## src/rtl/nor_seq_pkg.sv

```systemverilog
package nor_seq_pkg;

  typedef enum logic [3:0] {
    ST_IDLE, ST_UNLK1, ST_READY, ST_PROG, ST_AUTOSEL,
    ST_ERS_U0, ST_ERS_U1, ST_ERS_CMD, ST_ERASING, ST_CFI
  } seq_state_e;

  typedef enum logic [1:0] {
    RM_ARRAY  = 2'd0,
    RM_ID     = 2'd1,
    RM_STATUS = 2'd2,
    RM_CFI    = 2'd3
  } read_mode_e;

  typedef struct packed {
    logic prog;
    logic sect;
    logic chip;
  } req_t;

  localparam logic [7:0] CMD_UNLK_A   = 8'hAA;
  localparam logic [7:0] CMD_UNLK_B   = 8'h55;
  localparam logic [7:0] CMD_BYPASS   = 8'h20;
  localparam logic [7:0] CMD_ERS_PFX  = 8'h80;
  localparam logic [7:0] CMD_AUTOSEL  = 8'h90;
  localparam logic [7:0] CMD_PROG     = 8'hA0;
  localparam logic [7:0] CMD_CHIP     = 8'h10;
  localparam logic [7:0] CMD_SECT     = 8'h30;
  localparam logic [7:0] CMD_QUERY    = 8'h98;
  localparam logic [7:0] CMD_RESET    = 8'hF0;
  localparam logic [7:0] CMD_BYP_EXIT = 8'h00;
  localparam int unsigned QUERY_OFF   = 'h55;

endpackage

```

## src/rtl/nor_addr_norm.sv

```systemverilog
module nor_addr_norm #(
  parameter int ADDR_W    = 20,
  parameter int SECT_W    = 16,
  parameter int BUS_BYTES = 2,
  localparam int SHIFT    = (BUS_BYTES == 4) ? 2 : (BUS_BYTES == 2) ? 1 : 0,
  localparam int OFF_W    = SECT_W - SHIFT,
  localparam int SIDX_W   = ADDR_W - SECT_W
) (
  input  logic [ADDR_W-1:0] addr_i,
  output logic [OFF_W-1:0]  off_o,
  output logic [SIDX_W-1:0] sect_o
);

  assign sect_o = addr_i[ADDR_W-1:SECT_W];

  generate
    if (SHIFT == 0) begin : g_byte
      assign off_o = addr_i[SECT_W-1:0];
    end else begin : g_wide
      logic unused_lanes;
      assign off_o        = addr_i[SECT_W-1:SHIFT];
      assign unused_lanes = ^addr_i[SHIFT-1:0];
    end
  endgenerate

endmodule

```

## src/rtl/nor_cmd_fsm.sv

```systemverilog
module nor_cmd_fsm
  import nor_seq_pkg::*;
#(
  parameter int OFF_W   = 15,
  parameter int UNLOCK0 = 'h555,
  parameter int UNLOCK1 = 'h2AA
) (
  input  logic             clk_i,
  input  logic             rst_ni,
  input  logic             wr_en_i,
  input  logic [OFF_W-1:0] off_i,
  input  logic [7:0]       data_i,
  input  logic             busy_i,
  input  logic             done_i,
  output seq_state_e       state_d,
  output req_t             req_d,
  output logic             bypass_q
);

  localparam logic [OFF_W-1:0] U0_OFF = OFF_W'(UNLOCK0);
  localparam logic [OFF_W-1:0] U1_OFF = OFF_W'(UNLOCK1);
  localparam logic [OFF_W-1:0] QY_OFF = OFF_W'(QUERY_OFF);

  seq_state_e state_q;
  logic       bypass_d;
  logic       drop;
  logic       at_u0, at_u1, hit_query;

  assign at_u0     = (off_i == U0_OFF);
  assign at_u1     = (off_i == U1_OFF);
  assign hit_query = (off_i == QY_OFF) && (data_i == CMD_QUERY);

  always_comb begin
    state_d  = state_q;
    bypass_d = bypass_q;
    req_d    = '0;
    drop     = 1'b0;
    if (state_q == ST_ERASING) begin
      if (done_i) state_d = bypass_q ? ST_READY : ST_IDLE;
    end else if (wr_en_i && !busy_i) begin
      if (data_i == CMD_RESET && state_q != ST_PROG) begin
        drop = 1'b1;
      end else begin
        case (state_q)
          ST_IDLE, ST_ERS_U0: begin
            if (hit_query)                          state_d = ST_CFI;
            else if (at_u0 && data_i == CMD_UNLK_A) state_d = (state_q == ST_IDLE) ? ST_UNLK1 : ST_ERS_U1;
            else                                    drop = 1'b1;
          end
          ST_UNLK1: begin
            if (at_u1 && data_i == CMD_UNLK_B) state_d = ST_READY;
            else                               drop = 1'b1;
          end
          ST_READY: begin
            if (!bypass_q && !at_u0) drop = 1'b1;
            else begin
              case (data_i)
                CMD_BYPASS:  bypass_d = 1'b1;
                CMD_ERS_PFX: state_d  = ST_ERS_U0;
                CMD_AUTOSEL: state_d  = ST_AUTOSEL;
                CMD_PROG:    state_d  = ST_PROG;
                default:     drop     = 1'b1;
              endcase
            end
          end
          ST_PROG: begin
            req_d.prog = 1'b1;
            state_d    = bypass_q ? ST_READY : ST_IDLE;
          end
          ST_AUTOSEL: begin
            if (bypass_q && data_i == CMD_BYP_EXIT) drop = 1'b1;
            else if (hit_query)                     state_d = ST_CFI;
            else                                    drop = 1'b1;
          end
          ST_ERS_U1: begin
            if (at_u1 && data_i == CMD_UNLK_B) state_d = ST_ERS_CMD;
            else                               drop = 1'b1;
          end
          ST_ERS_CMD: begin
            if (data_i == CMD_CHIP && at_u0) begin
              req_d.chip = 1'b1;
              state_d    = ST_ERASING;
            end else if (data_i == CMD_SECT) begin
              req_d.sect = 1'b1;
              state_d    = ST_ERASING;
            end else begin
              drop = 1'b1;
            end
          end
          default: drop = 1'b1;
        endcase
      end
      if (drop) begin
        state_d  = ST_IDLE;
        bypass_d = 1'b0;
      end
    end
  end

  always_ff @(posedge clk_i or negedge rst_ni) begin
    if (!rst_ni) begin
      state_q  <= ST_IDLE;
      bypass_q <= 1'b0;
    end else begin
      state_q  <= state_d;
      bypass_q <= bypass_d;
    end
  end

  p_busy_freeze_r13: assert property (@(posedge clk_i) disable iff (!rst_ni)
    (busy_i && state_q != ST_ERASING) |=> ($stable(state_q) && $stable(bypass_q)));

  p_erase_hold_r10: assert property (@(posedge clk_i) disable iff (!rst_ni)
    (state_q == ST_ERASING && !done_i) |=> (state_q == ST_ERASING));

  p_cfi_leave_r7: assert property (@(posedge clk_i) disable iff (!rst_ni)
    (state_q == ST_CFI && wr_en_i && !busy_i) |=> (state_q == ST_IDLE && !bypass_q));

  p_bypass_entry_r11: assert property (@(posedge clk_i) disable iff (!rst_ni)
    $rose(bypass_q) |-> $past(wr_en_i && data_i == CMD_BYPASS));

endmodule

```

## src/rtl/nor_out_reg.sv

```systemverilog
module nor_out_reg
  import nor_seq_pkg::*;
#(
  parameter int ADDR_W = 20,
  parameter int DATA_W = 16,
  parameter int SIDX_W = 4
) (
  input  logic              clk_i,
  input  logic              rst_ni,
  input  seq_state_e        state_d,
  input  req_t              req_d,
  input  logic [ADDR_W-1:0] addr_i,
  input  logic [DATA_W-1:0] data_i,
  input  logic [SIDX_W-1:0] sect_i,
  output logic              prog_req_o,
  output logic [ADDR_W-1:0] prog_addr_o,
  output logic [DATA_W-1:0] prog_data_o,
  output logic              sect_req_o,
  output logic [SIDX_W-1:0] sect_o,
  output logic              chip_req_o,
  output read_mode_e        mode_o
);

  read_mode_e mode_d;

  always_comb begin
    case (state_d)
      ST_AUTOSEL:          mode_d = RM_ID;
      ST_CFI:              mode_d = RM_CFI;
      ST_PROG, ST_ERASING: mode_d = RM_STATUS;
      default:             mode_d = RM_ARRAY;
    endcase
  end

  always_ff @(posedge clk_i or negedge rst_ni) begin
    if (!rst_ni) begin
      prog_req_o  <= 1'b0;
      sect_req_o  <= 1'b0;
      chip_req_o  <= 1'b0;
      prog_addr_o <= '0;
      prog_data_o <= '0;
      sect_o      <= '0;
      mode_o      <= RM_ARRAY;
    end else begin
      prog_req_o <= req_d.prog;
      sect_req_o <= req_d.sect;
      chip_req_o <= req_d.chip;
      mode_o     <= mode_d;
      if (req_d.prog) begin
        prog_addr_o <= addr_i;
        prog_data_o <= data_i;
      end
      if (req_d.sect) sect_o <= sect_i;
    end
  end

  p_req_onehot_r14: assert property (@(posedge clk_i) disable iff (!rst_ni)
    $onehot0({prog_req_o, sect_req_o, chip_req_o}));

  p_req_pulse_r14: assert property (@(posedge clk_i) disable iff (!rst_ni)
    (prog_req_o || sect_req_o || chip_req_o) |=> !(prog_req_o || sect_req_o || chip_req_o));

  p_erase_status_r10: assert property (@(posedge clk_i) disable iff (!rst_ni)
    (sect_req_o || chip_req_o) |-> (mode_o == RM_STATUS));

  p_prog_done_r5: assert property (@(posedge clk_i) disable iff (!rst_ni)
    prog_req_o |-> (mode_o == RM_ARRAY));

endmodule

```

## src/rtl/nor_cmd_seq.sv

```systemverilog
module nor_cmd_seq
  import nor_seq_pkg::*;
#(
  parameter int ADDR_W    = 20,
  parameter int SECT_W    = 16,
  parameter int BUS_BYTES = 2,
  parameter int UNLOCK0   = 'h555,
  parameter int UNLOCK1   = 'h2AA
) (
  input  logic                      clk_i,
  input  logic                      rst_ni,
  input  logic                      wr_en_i,
  input  logic [ADDR_W-1:0]         wr_addr_i,
  input  logic [8*BUS_BYTES-1:0]    wr_data_i,
  input  logic                      erase_busy_i,
  input  logic                      erase_done_i,
  output logic                      prog_req_o,
  output logic [ADDR_W-1:0]         prog_addr_o,
  output logic [8*BUS_BYTES-1:0]    prog_data_o,
  output logic                      sect_erase_req_o,
  output logic [ADDR_W-SECT_W-1:0]  erase_sect_o,
  output logic                      chip_erase_req_o,
  output logic [1:0]                read_mode_o,
  output logic                      bypass_o
);

  localparam int DATA_W = 8 * BUS_BYTES;
  localparam int SHIFT  = (BUS_BYTES == 4) ? 2 : (BUS_BYTES == 2) ? 1 : 0;
  localparam int OFF_W  = SECT_W - SHIFT;
  localparam int SIDX_W = ADDR_W - SECT_W;

  logic [OFF_W-1:0]  word_off;
  logic [SIDX_W-1:0] sect_idx;
  seq_state_e        state_d;
  req_t              req_d;
  read_mode_e        mode;

  nor_addr_norm #(.ADDR_W(ADDR_W), .SECT_W(SECT_W), .BUS_BYTES(BUS_BYTES)) u_norm (
    .addr_i (wr_addr_i),
    .off_o  (word_off),
    .sect_o (sect_idx)
  );

  nor_cmd_fsm #(.OFF_W(OFF_W), .UNLOCK0(UNLOCK0), .UNLOCK1(UNLOCK1)) u_fsm (
    .clk_i    (clk_i),
    .rst_ni   (rst_ni),
    .wr_en_i  (wr_en_i),
    .off_i    (word_off),
    .data_i   (wr_data_i[7:0]),
    .busy_i   (erase_busy_i),
    .done_i   (erase_done_i),
    .state_d  (state_d),
    .req_d    (req_d),
    .bypass_q (bypass_o)
  );

  nor_out_reg #(.ADDR_W(ADDR_W), .DATA_W(DATA_W), .SIDX_W(SIDX_W)) u_out (
    .clk_i       (clk_i),
    .rst_ni      (rst_ni),
    .state_d     (state_d),
    .req_d       (req_d),
    .addr_i      (wr_addr_i),
    .data_i      (wr_data_i),
    .sect_i      (sect_idx),
    .prog_req_o  (prog_req_o),
    .prog_addr_o (prog_addr_o),
    .prog_data_o (prog_data_o),
    .sect_req_o  (sect_erase_req_o),
    .sect_o      (erase_sect_o),
    .chip_req_o  (chip_erase_req_o),
    .mode_o      (mode)
  );

  assign read_mode_o = mode;

endmodule

```

## config.mk

```make
export PLATFORM = sky130hd
export DESIGN_NAME = nor_cmd_seq
export DESIGN_NICKNAME = d
export VERILOG_FILES = /design/src/rtl/nor_seq_pkg.sv /design/src/rtl/nor_addr_norm.sv /design/src/rtl/nor_cmd_fsm.sv /design/src/rtl/nor_out_reg.sv /design/src/rtl/nor_cmd_seq.sv
export SDC_FILE = /design/constraint.sdc
export NUM_CORES = 1
export LEC_CHECK = 0
export ABC_CLOCK_PERIOD_IN_PS = 2900
export CORE_ASPECT_RATIO = 0.8
export CORE_UTILIZATION = 63
export DETAILED_ROUTE_END_ITERATION = 12
export DONT_BUFFER_PORTS = 1
export GPL_TIMING_DRIVEN = 0
export PLACE_DENSITY = 0.79
export SYNTH_ARGS = -nofsm -noshare
export SYNTH_HDL_FRONTEND = slang
export SYNTH_SLANG_ARGS = --single-unit
```

## constraint.sdc

```tcl
create_clock -name clk_i -period 2.9 [get_ports clk_i]
set_clock_uncertainty 0.1 [all_clocks]
set_input_delay 0.87 -clock clk_i [delete_from_list [all_inputs] [get_ports clk_i]]
set_output_delay 0.87 -clock clk_i [all_outputs]
set_load 0.1 [all_outputs]
```

==> results of run 1 <==
metrics by stage:
stage	TNS [ps]	instances	utilization (%)	total power, mW
floorplan	0	247	-	0.7371
detailed placement	-866.1	302	68.77	0.7427
global placement	-788.6	302	68.77	0.7426
global route	0	310	71.43	1.158
finish	0	310	71.43	1.115
CTS	0	310	71.17	1.126
state kept, by name (all words and copies together), names as in the netlist:
register	cells
u_out.chip_req_o	1
u_out.prog_req_o	1
u_fsm.state_q	4
u_fsm.bypass_q	1
u_out.prog_data_o	16
u_out.sect_req_o	1
u_out.sect_o	4
u_out.prog_addr_o	20
u_out.mode_o	2
synth_stat cells, drive strengths merged, types with 2 or more instances:
master / instances
nor2: 15
nand4b: 3
and3: 2
nand3: 6
nand2b: 5
o221ai: 2
a221oi: 2
clkbuf: 5
nor3: 5
nor2b: 4
or2: 2
nor4b: 4
a21boi: 2
a31oi: 2
buf: 6
nor4: 4
a21oi: 5
inv: 5
mux2: 26
dfrtp: 50
nand2: 48
and4: 2
or3: 2
nand4: 4
o41ai: 3
and4b: 3
a31o: 2
o31ai: 4
o21ai: 7
layer usage:
| layer | up-vias | wire [um] |
|---|---|---|
| li1 | 916 | - |
| met1 | 941 | 2587 |
| met2 | 103 | 2590 |
| met3 | 6 | 689 |
| met4 | 0 | 44 |
| met5 | - | 0 |
cell type report:
type,count,area [um2]
Multi-Input combinational cell,181,1276
Sequential cell,50,1251
Fill cell,294,1101
Clock buffer,6,72.57
Tap cell,55,68.82
Buffer,11,51.30
Inverter,5,18.77
Clock inverter,2,13.76
how the worst min path moves through the flow:
stage                     depth (start not counted)  slack [ps]                    end  startpoint
after detailed placement                          0         480  u_out.prog_addr_o[15]      rst_ni
after CTS                                         0         150       u_fsm.state_q[2]      rst_ni
final                                             0         160   u_out.prog_addr_o[4]      rst_ni
after global routing                              0         140  u_out.prog_addr_o[19]      rst_ni
after global placement                            0         480   u_out.prog_data_o[8]      rst_ni
after floorplan                                   0         470         u_fsm.bypass_q      rst_ni
critical path, delay by kind of cell:
kind | cells | cell delay (ps)
compound gates | 4 | 1230
simple gates | 4 | 810
logic make-up (layout without fill, tap and decap cells):
logic type	count (synthesis)	count (layout)
simple gates	116	116
flops	50	50
compound gates	39	39
mux	26	26
buf+inv	16	24
power by group through the flow:
stage               logic (mW)  clock network (mW)  registers [mW]
floorplan               0.0262                   0           0.711
finish                  0.0333               0.385           0.697
global placement        0.0318                   0           0.711
global route            0.0361               0.425           0.697
detailed placement      0.0319                   0           0.711
CTS                     0.0322               0.397           0.697
repair_timing:
item | 4_1_cts | 5_1_grt
hold buffers | 0 | 0
gates cloned | 0 | 0
pin swaps | 0 | 1
resized for setup | 2 | 2
endpoints found under the hold margin | 0 | 0
setup endpoints to repair | 1 | 2
==> results.json, run 1 <==
{
  "status": "completed",
  "synth_flop_cell": "dfrtp_1",
  "antenna_cells": 0,
  "rr_worst_depth": 6,
  "dpl_worst_slack_ps": -366.9,
  "cpPeakStageDelay_ps": 440,
  "crit_path_top_delay_cell": "o31ai_1",
  "post-route-min-period_ps": 2827,
  "regToRegStartpoint": "u_fsm.bypass_q",
  "grt-ovfl-total": 0,
  "hold_class": "input port to async pin",
  "cp-end-kind": "flip-flop",
  "relSlewSlack_pct": 29.47,
  "synth-seq-area-share_pct": 48.47,
  "netlist_instances": 247,
  "synth_top_area_share_pct": 48.47,
  "clockBufferDepth": 2,
  "syn_area_um2": 2581,
  "p_seq_share_pct": 62.5,
  "clockRootBuffer": "clkbuf_8",
  "synth_area_leaders": "dfrtp_1 (48%), mux2_2 (11%), nand2_1 (7.0%), nor2_1 (2.2%), nand2b_1 (1.2%)",
  "met1_usage_pct": 40.32,
  "finalWorstSetupSlack_ps": 73.32,
  "crit_type": "input port to flip-flop",
  "critPathArrivalTime_ps": 2920,
  "track_usage_pct": 29.34,
  "synth-async-reset-ratio_pct": 100.0,
  "synth_cell_types": 56,
  "r2r_setup_slack_ps": 140,
  "synth_mux_area_share_pct": 11.34,
  "numCtsBuffers": 5,
  "nets": 295,
  "drt_pass1_iterations": 4,
  "cp-startpoint": "wr_addr_i[14]",
  "ys_seq_elements": 50,
  "max-vdd-ir-drop_mv": 0.4838,
  "grt_use_met3_pct": 11.90,
  "cp_max_fo": 6,
  "hold_slack_ps": 158.2,
  "chipHeight_um": 59.25,
  "clockPowerShare_pct": 34.5,
  "setup_viol": 0,
  "syn_nets": 288,
  "cp-start-kind": "input port",
  "clk_latency_ps": 300,
  "synth_compound_area_share_pct": 12.85,
  "grt_pass1_vias": 1928,
  "power_density_nw_per_um2": 405.0,
  "h-tree-depth": 2,
  "drv_slew": 0,
  "initialDrtViolationCount": 223,
  "port_buffers": 0,
  "max_freq_mhz": 353.8,
  "combPwrFrac_pct": 3.0,
  "p_leak_nw": 1.307,
  "endpoint": "u_out.mode_o[1]",
  "synth_top_family_by_area": "simple AND/OR/NAND/NOR gates",
  "grt_max_degree": 51,
  "dpl-instance-area_um2": 2650,
  "netlist.top_cell.by_area": "dfrtp_1",
  "vias_per_cell": 6.342,
  "die_w_um": 73.57,
  "areaGrowthSynthToFinish_pct": 6.641,
  "final_cell_mix": "dfrtp_1 (50), nand2_1 (48), mux2_2 (26)",
  "cts_setup_buffers": 0,
  "hold_viol": 0,
  "synth-simple-area-share_pct": 24.62,
  "path_cells": "nor3_2 -> nand4_1 -> o31ai_1 -> a221o_1 -> nand3_2 -> a221oi_4 -> nor3_1 -> a31o_1",
  "required_ps": 3000,
  "start_util_pct": 66.98,
  "maxCapViolCount": 0,
  "vias": 1966,
  "remaining_drc_errors": 0,
  "synth_xor_xnor_area_share_pct": 0,
  "synthAdderAreaFrac_pct": 0,
  "final_layout_size_suffix_gt1_share_pct": 20.00,
  "fin_area_um2": 2753,
  "io_pins": 87,
  "post_drt_wl_per_cell_um": 19.07,
  "rows": 20,
  "finalCritPeriodShare_pct": 97.47,
  "drtAntennaViolNets": 0,
  "syn_avg_cell_area_um2": 10.45,
  "switchingPower_mw": 0.2334,
  "totalWireLength_um": 5911,
  "grt.busiest_layer": "met2",
  "grt_setup_unrepaired": "false",
  "worst_pin_slew_ps": 1058,
  "path_clk_slew_ps": 90,
  "swShare_pct": 20.93,
  "intPower_mw": 0.8816,
  "yosysWarnings": 0,
  "die_area_um2": 4359,
  "met2_usage_pct": 42.73,
  "layout_commonest_cell": "dfrtp_1",
  "place_congestion": 0.9595,
  "clock_sinks": 50,
  "tritoncts": "yes",
  "grt_pass1_wl_um": 9273,
  "dpl.hpwl_um": 4507,
  "synth_edf_count": 0,
  "core_area_um2": 3854,
  "timing.rr.end": "u_out.mode_o[1]",
  "antenna_found_initial": 0
}
(Power assumes the default switching activity.)
==> run 2: changes to the inputs <==
- ABC_CLOCK_PERIOD_IN_PS: 2900 -> 3100
- clock period: 2.9 -> 3.1 ns (I/O delays scaled with it)
==> run 2 against run 1 <==
Net effect:
- non-clock buffer count grew 1
- sequential power shrank 6.5%
- critical path depth is the same
- largest power group unchanged
- first-iteration DRC count grew 4.0%
- sequential cell count is the same
==> results.json, run 2 (synthesis results as in run 1) <==
{
  "drt_pass1_iterations": 4,
  "grt_pass1_vias": 1928,
  "met2_usage_pct": 42.73,
  "drv_slew": 0,
  "nets": 296,
  "areaGrowthSynthToFinish_pct": 6.738,
  "max_freq_mhz": 342.5,
  "hold_class": "input port to async pin",
  "worst_pin_slew_ps": 1048,
  "rows": 20,
  "initialDrtViolationCount": 232,
  "dpl.hpwl_um": 4507,
  "clockBufferDepth": 2,
  "layout_commonest_cell": "dfrtp_1",
  "post-route-min-period_ps": 2919,
  "grt_pass1_wl_um": 9273,
  "clk_latency_ps": 300,
  "die_area_um2": 4359,
  "vias": 1970,
  "rr_worst_depth": 6,
  "place_congestion": 0.9595,
  "p_leak_nw": 1.311,
  "max-vdd-ir-drop_mv": 0.4526,
  "core_area_um2": 3854,
  "path_clk_slew_ps": 90,
  "vias_per_cell": 6.334,
  "status": "completed",
  "regToRegStartpoint": "u_fsm.bypass_q",
  "grt_max_degree": 51,
  "relSlewSlack_pct": 30.14,
  "hold_slack_ps": 216.2,
  "io_pins": 87,
  "post_drt_wl_per_cell_um": 19.05,
  "r2r_setup_slack_ps": 360,
  "tritoncts": "yes",
  "final_cell_mix": "dfrtp_1 (50), nand2_1 (48), mux2_2 (26)",
  "top_register": "u_out.prog_addr_o",
  "endpoint": "u_out.mode_o[1]",
  "power_density_nw_per_um2": 379.2,
  "totalWireLength_um": 5923,
  "cp_max_fo": 5,
  "track_usage_pct": 29.34,
  "met1_usage_pct": 40.32,
  "hold_buffers": 0,
  "die_w_um": 73.57,
  "cp-startpoint": "wr_addr_i[14]",
  "antenna_found_initial": 0,
  "start_util_pct": 66.98,
  "drtAntennaViolNets": 0,
  "largest_reg_flops": 20,
  "top_regs": "u_out.prog_addr_o (20), u_out.prog_data_o (16)",
  "critPathArrivalTime_ps": 3020,
  "setup_viol": 0,
  "setup_tns_ps": 0,
  "required_ps": 3200,
  "maxCapViolCount": 0,
  "cp-start-kind": "input port",
  "crit_type": "input port to flip-flop",
  "port_buffers": 0,
  "grt.busiest_layer": "met2",
  "cp-end-kind": "flip-flop",
  "clockRootBuffer": "clkbuf_8",
  "final_layout_size_suffix_gt1_share_pct": 19.53,
  "grt_setup_unrepaired": "false",
  "hold_viol": 0,
  "chipHeight_um": 59.25,
  "numCtsBuffers": 5,
  "timing.rr.end": "u_out.mode_o[1]",
  "grt-ovfl-total": 0,
  "h-tree-depth": 2,
  "antenna_cells": 0,
  "finalCritPeriodShare_pct": 94.18,
  "grt_use_met3_pct": 11.90,
  "remaining_drc_errors": 0,
  "clock_sinks": 50
}
-- run 2: cell types whose count changed in the layout (fill, tap and decap cells not counted) --
cell     before  now
buf_4         0    1
o21ai_1       0    1
and4_2        1    0
o21ai_2       1    0
and4_1        1    2
-- run 2: how the worst min path moves through the flow --
stage / from / cells past startpoint / to / slack (ps)
after floorplan: rst_ni / 0 / u_fsm.bypass_q / 530
after global placement: rst_ni / 0 / u_out.prog_data_o[8] / 540
after detailed placement: rst_ni / 0 / u_out.prog_addr_o[15] / 540
after CTS: rst_ni / 0 / u_fsm.state_q[2] / 210
after global routing: rst_ni / 0 / u_out.prog_addr_o[19] / 200
final: rst_ni / 0 / u_out.prog_addr_o[4] / 220
-- run 2: timing repair --
item / in CTS / in global routing
setup endpoints to repair: 0 / 2
setup buffers: 0 / 1
resized for setup: 0 / 2
endpoints found under the hold margin: 0 / 0
-- run 2: critical path: stages --
cell and delay (ps):
nor3_2 290, and4_1 400, nor3_1 130, a2111oi_4 420, nand3_2 200, a221oi_4 360
nor3_1 80, a31o_1 200
-- run 2: per-stage QoR --
stage | worst slack [ps] | std cells | util (%) | total power, mW | cell area (um2)
finish | 180.5 | 311 | 71.49 | 1.045 | 2755
global route | 103.8 | 311 | 71.49 | 1.083 | 2755
CTS | 97.19 | 310 | 71.01 | 1.053 | 2736
detailed placement | -226.9 | 302 | 68.77 | 0.6948 | 2650
global placement | -203.2 | 302 | 68.77 | 0.6947 | 2650
floorplan | 256.5 | 247 | - | 0.6896 | 2581
-- run 2: final cells by class --
class                   count  area (um2)
plain buffers              11       51.30
clock buffers               6       72.57
clock inverters             2       13.76
fillers                   292        1099
inverters                   5       18.77
multi-input cells         181        1271
flip-flops and latches     50        1251
well taps                  55       68.82
repair buffers              1       7.507
-- run 2: report_power, final --
group | switching, mW | internal (mW)
clock | 0.203 | 0.159
combinational | 0.0173 | 0.0137
sequential | 0.000236 | 0.652
-- run 2: layer usage --
metal	up-vias	part of all wire, %
li1	917	-
met4	0	1.1
met3	8	12
met1	934	44
met2	111	43
met5	-	0
